[config.mk]
export PLATFORM = sky130hd
export DESIGN_NAME = rsched_top
export DESIGN_NICKNAME = d
export VERILOG_FILES = /design/src/rtl/rsched_pkg.sv /design/src/rtl/rsched_grant.sv /design/src/rtl/rsched_mux.sv /design/src/rtl/rsched_top.sv
export SDC_FILE = /design/constraint.sdc
export NUM_CORES = 1
export LEC_CHECK = 0
export BUFFER_PORTS_ARGS = -buffer_cell sky130_fd_sc_hd__buf_4
export CORE_MARGIN = 3
export CORE_UTILIZATION = 35
export CTS_BUF_LIST = sky130_fd_sc_hd__clkbuf_4
export CTS_CLUSTER_DIAMETER = 80
export DETAILED_ROUTE_END_ITERATION = 16
export PLACE_DENSITY = 0.77
export SYNTH_ARGS = -nofsm -noshare
export SYNTH_HDL_FRONTEND = slang
export SYNTH_SLANG_ARGS = --single-unit
[constraint.sdc]
create_clock -name clk -period 1 [get_ports clk]
set_input_delay 0.05 -clock clk [delete_from_list [all_inputs] [get_ports clk]]
set_output_delay 0.05 -clock clk [all_outputs]
set_load 0.01 [all_outputs]
[src/rtl/rsched_pkg.sv]
package rsched_pkg;
  typedef enum logic {
    SCHED_EXCL = 1'b0,
    SCHED_SEQ  = 1'b1
  } sched_mode_e;
endpackage

[src/rtl/rsched_grant.sv]
module rsched_grant #(
  parameter int N_ACT = 4,
  parameter rsched_pkg::sched_mode_e MODE = rsched_pkg::SCHED_SEQ,
  parameter logic [N_ACT*N_ACT-1:0] CONFLICT = '0
) (
  input  logic             clk,
  input  logic             rst_n,
  input  logic [N_ACT-1:0] can_fire,
  output logic [N_ACT-1:0] will_fire
);
  logic [N_ACT-1:0] grant;

  generate
    if (MODE == rsched_pkg::SCHED_EXCL) begin : g_excl
      always_comb begin
        grant = '0;
        for (int i = N_ACT - 1; i >= 0; i--) begin
          if (can_fire[i]) grant = N_ACT'(1) << i;
        end
      end
    end else begin : g_seq
      always_comb begin
        logic blocked;
        grant = '0;
        for (int i = 0; i < N_ACT; i++) begin
          blocked = 1'b0;
          for (int j = 0; j < N_ACT; j++) begin
            if (j < i) blocked = blocked | (grant[j] & CONFLICT[i*N_ACT+j]);
          end
          grant[i] = can_fire[i] & ~blocked;
        end
      end
    end
  endgenerate

  assign will_fire = grant;

  // Assertions
  generate
    for (genvar i = 0; i < N_ACT; i++) begin : g_chk
      localparam logic [N_ACT-1:0] LOWER = (N_ACT'(1) << i) - N_ACT'(1);
      a_r1_grant_needs_req: assert property (@(posedge clk) disable iff (!rst_n)
        will_fire[i] |-> can_fire[i]);
      a_r4_free_req_granted: assert property (@(posedge clk) disable iff (!rst_n)
        (can_fire[i] && ((will_fire & LOWER) == '0)) |-> will_fire[i]);
      if (MODE == rsched_pkg::SCHED_SEQ) begin : g_pair
        for (genvar j = 0; j < i; j++) begin : g_lo
          if (CONFLICT[i*N_ACT+j]) begin : g_cf
            a_r3_no_conflict_pair: assert property (@(posedge clk) disable iff (!rst_n)
              !(will_fire[i] && will_fire[j]));
          end
        end
      end
    end
    if (MODE == rsched_pkg::SCHED_EXCL) begin : g_one
      a_r2_single_grant: assert property (@(posedge clk) disable iff (!rst_n)
        $onehot0(will_fire));
    end
  endgenerate
endmodule

[src/rtl/rsched_mux.sv]
module rsched_mux #(
  parameter int N_ACT = 4,
  parameter int VAL_W = 8,
  parameter rsched_pkg::sched_mode_e MODE = rsched_pkg::SCHED_SEQ
) (
  input  logic                   clk,
  input  logic                   rst_n,
  input  logic [N_ACT-1:0]       will_fire,
  input  logic [N_ACT*VAL_W-1:0] act_val,
  output logic                   wr_en,
  output logic [VAL_W-1:0]       wr_val
);
  logic [N_ACT-1:0] sel;

  generate
    for (genvar i = 0; i < N_ACT; i++) begin : g_sel
      if (MODE == rsched_pkg::SCHED_EXCL || i == N_ACT - 1) begin : g_direct
        assign sel[i] = will_fire[i];
      end else begin : g_ordered
        assign sel[i] = will_fire[i] & ~(|will_fire[N_ACT-1:i+1]);
      end
    end
  endgenerate

  always_comb begin
    wr_val = '0;
    for (int i = 0; i < N_ACT; i++) begin
      wr_val = wr_val | (act_val[i*VAL_W +: VAL_W] & {VAL_W{sel[i]}});
    end
  end

  assign wr_en = |will_fire;

  // Assertions
  a_r6_one_source: assert property (@(posedge clk) disable iff (!rst_n)
    $onehot0(sel));
  a_r5_source_when_enabled: assert property (@(posedge clk) disable iff (!rst_n)
    wr_en |-> (sel != '0));
endmodule

[src/rtl/rsched_top.sv]
module rsched_top #(
  parameter int N_ACT = 4,
  parameter int VAL_W = 8,
  parameter rsched_pkg::sched_mode_e MODE = rsched_pkg::SCHED_SEQ,
  parameter logic [N_ACT*N_ACT-1:0] CONFLICT = 16'h4812,
  parameter logic [VAL_W-1:0] RESET_VAL = '0
) (
  input  logic                   clk,
  input  logic                   rst_n,
  input  logic [N_ACT-1:0]       can_fire,
  input  logic [N_ACT*VAL_W-1:0] act_val,
  output logic [N_ACT-1:0]       will_fire,
  output logic [VAL_W-1:0]       reg_q
);
  logic             wr_en;
  logic [VAL_W-1:0] wr_val;

  rsched_grant #(.N_ACT(N_ACT), .MODE(MODE), .CONFLICT(CONFLICT)) u_grant (
    .clk(clk), .rst_n(rst_n), .can_fire(can_fire), .will_fire(will_fire)
  );

  rsched_mux #(.N_ACT(N_ACT), .VAL_W(VAL_W), .MODE(MODE)) u_mux (
    .clk(clk), .rst_n(rst_n), .will_fire(will_fire), .act_val(act_val),
    .wr_en(wr_en), .wr_val(wr_val)
  );

  always_ff @(posedge clk) begin
    if (!rst_n)     reg_q <= RESET_VAL;
    else if (wr_en) reg_q <= wr_val;
  end

  // Assertions
  a_r5_write_taken: assert property (@(posedge clk) disable iff (!rst_n)
    wr_en |=> (reg_q == $past(wr_val)));
  a_r7_hold_idle: assert property (@(posedge clk) disable iff (!rst_n)
    !wr_en |=> $stable(reg_q));
endmodule

==> metrics.md <==
| Metric | Value |
|---|---|
| Commonest non-fill, non-tap cell in the layout | buf_4 |
| Post-Syn Instances | 79 |
| Max FO, Critical Path | 8 |
| Avg Inst Size Synth | 7.59 um^2 |
| Hpwl dp | 1620 um |
| RSZ-0062 raised after global routing | no |
| Seq/Total Area, Yosys | 0.267 |
| DR pass1 iterations | 4 |
| I/O Pins | 50 |
| Share of cells above drive strength 1 | 0.464 |
| Met1 WL | 727 um |
| Period minus WS final | 0.902 ns |
| Fin. max-slew vios | 0 |
| VDD IR max | 0.802 mV |
| Status | completed |
| Critical Path RT | 1.13 ns |
| DRC Markers | 0 |
| Setup Viol. Count Final | 0 |
| CTS Buf Count | 3 |
| Diode count | 0 |
| Commonest non-fill, non-tap cells in the layout | buf_4, a21oi_1, nor2b_1, dfxtp_1 |
| Syn. warnings | 0 |
| Total GRT Usage | 0.172 |
| Core box area | 1560 um^2 |
| Highest clock rate | 1110 MHz |
| CTS Buffer Depth | 2 |
| Mapped Area | 599 um^2 |
| Final Core Density | 0.633 |
| PortBufs | 49 |
| Worst-Margin Slew | 0.301 ns |
| Root Buffer | clkbuf_4 |
| Post-CTS sizing | 0 |
| Chip Height | 47.4 um |
| Critical Path AT | 1.03 ns |
| Setup_tns | 0 ns |
| Vias | 770 |
| Worst hold slack | 0.0643 ns |
| Worst-skew pair later-pin latency | 0.24 ns |
| First-pass GRT wire length | 2710 um |
| Final WL | 1930 um |
| Leakage | 0.453 nW |
| Die W | 47.4 um |
| WL/cell | 13.7 um |
| Largest net degree at the start of global routing | 18 |
| Largest registers | reg_q x8 |
| Pwr per Cell Area | 938 nW/um^2 |
| Clk_skew | 0 ns |
| Uppermost layer routed | met4 |
| Max FFs per register | 8 |
| Crit. End Element | flop |
| Period utilisation layout | 0.902 |
| CTS tree | built |
| Drt initial violations | 1 |
| Layout area overhead | 64.7% |
| Initial Util | 0.384 |
| Final net count | 165 |
| Htree depth | 1 |
| Vias in the first global route | 670 |
| Clock sinks | 8 |
| Die area | 2240 um^2 |
| # Post-CTS Setup Buffers | 0 |
| Initial antenna violation count | 0 |
| Met3 wire length | 145 um |
| Worst setup margin | 0.0982 ns |
| Hold_buf cts | 0 |
| CP Launch Type | input port |
| Post-synth cell types | 20 |
| Net count after synthesis | 117 |
| Worst min path class | input port to flop |
| Worst slew margin | 0.794 |
| Synth Register Bits | 8 |
| Final hold viol count | 0 |
| Dpl ws | -0.161 ns |
| Maxcap violations | 0 |
| Reg clk slew, reported paths | 0.05 ns |
| Area leader, netlist | dfxtp_1 |
| Met2 wire len | 1040 um |
| Ranking of synthesized cells by area | dfxtp_1, a21oi_1, o221a_1 |
| RePlAce Congestion | 0.729 |
| WS Path Type | input port to flop |
| Share of the synthesized area in the top cell type | 0.267 |
| Grt total ovfl | 0 |
| Routed Antenna Nets | 0 |
| Detailed-route vias per instance | 5.46 |
| Row count | 14 |
| Largest Register | reg_q |
report_power, final:
group	internal, mW	total (mW)	switching, mW	leakage [nW]
registers	0.347	0.362	0.0151	0.0668
logic	0.202	0.333	0.130	0.372
clock network	0.136	0.232	0.0954	0.0138
total	0.686	0.926	0.241	0.453
synthesized netlist by cell type (all sizes together):
library cell and instances:
or2 1, inv 1, o21ai 1, or4 1, nor2b 10, o221a 7
nand3b 7, or3 1, clkbuf 4, nand2 7, or3b 1, nand2b 1
dfxtp 8, a21oi 22, a2111oi 1, buf 6
worst max-delay path: stages:
cell     delay [ns]
buf_4          0.12
or4_4          0.59
o221a_1        0.27
per-layer routing:
layer / GRT usage / vias to the layer above
li1: - / 382
met5: 0 / -
met4: 0.0331 / 0
met3: 0.0498 / 2
met2: 0.329 / 32
met1: 0.182 / 354
cells by family after synthesis:
family / count (synthesis) / share of synthesized area
buffers and inverters: 11 / 0.100
and+or+nand+nor: 29 / 0.294
AOI/OAI and AO/OA: 31 / 0.338
DFF: 8 / 0.267
metrics by stage:
step	std cells	total power, mW	instance area [um^2]
final	141	0.926	987
after global routing	141	0.985	987
after CTS	141	0.937	987
after detailed placement	138	0.704	965
after global placement	138	0.694	965
after floorplan	79	0.512	609
path summary, 6_finish.rpt:
check	startpoint	end	slack (ns)	cells past startpoint
min	act_val[26]	reg_q[2]	0.06	3
min reg2reg	reg_q[0]	reg_q[0]	0.53	1
max reg2reg	reg_q[2]	reg_q[2]	0.25	2
max	can_fire[0]	reg_q[5]	0.1	3
cell type report:
type,instances,area [um^2]
clock buffer,3,22.5
fill,146,572
multi-input combinational,60,383
inverter,1,3.75
tap,16,20.0
sequential,8,160
timing repair buffer,53,398
No activity file was read; power rests on OpenSTA's default activity.
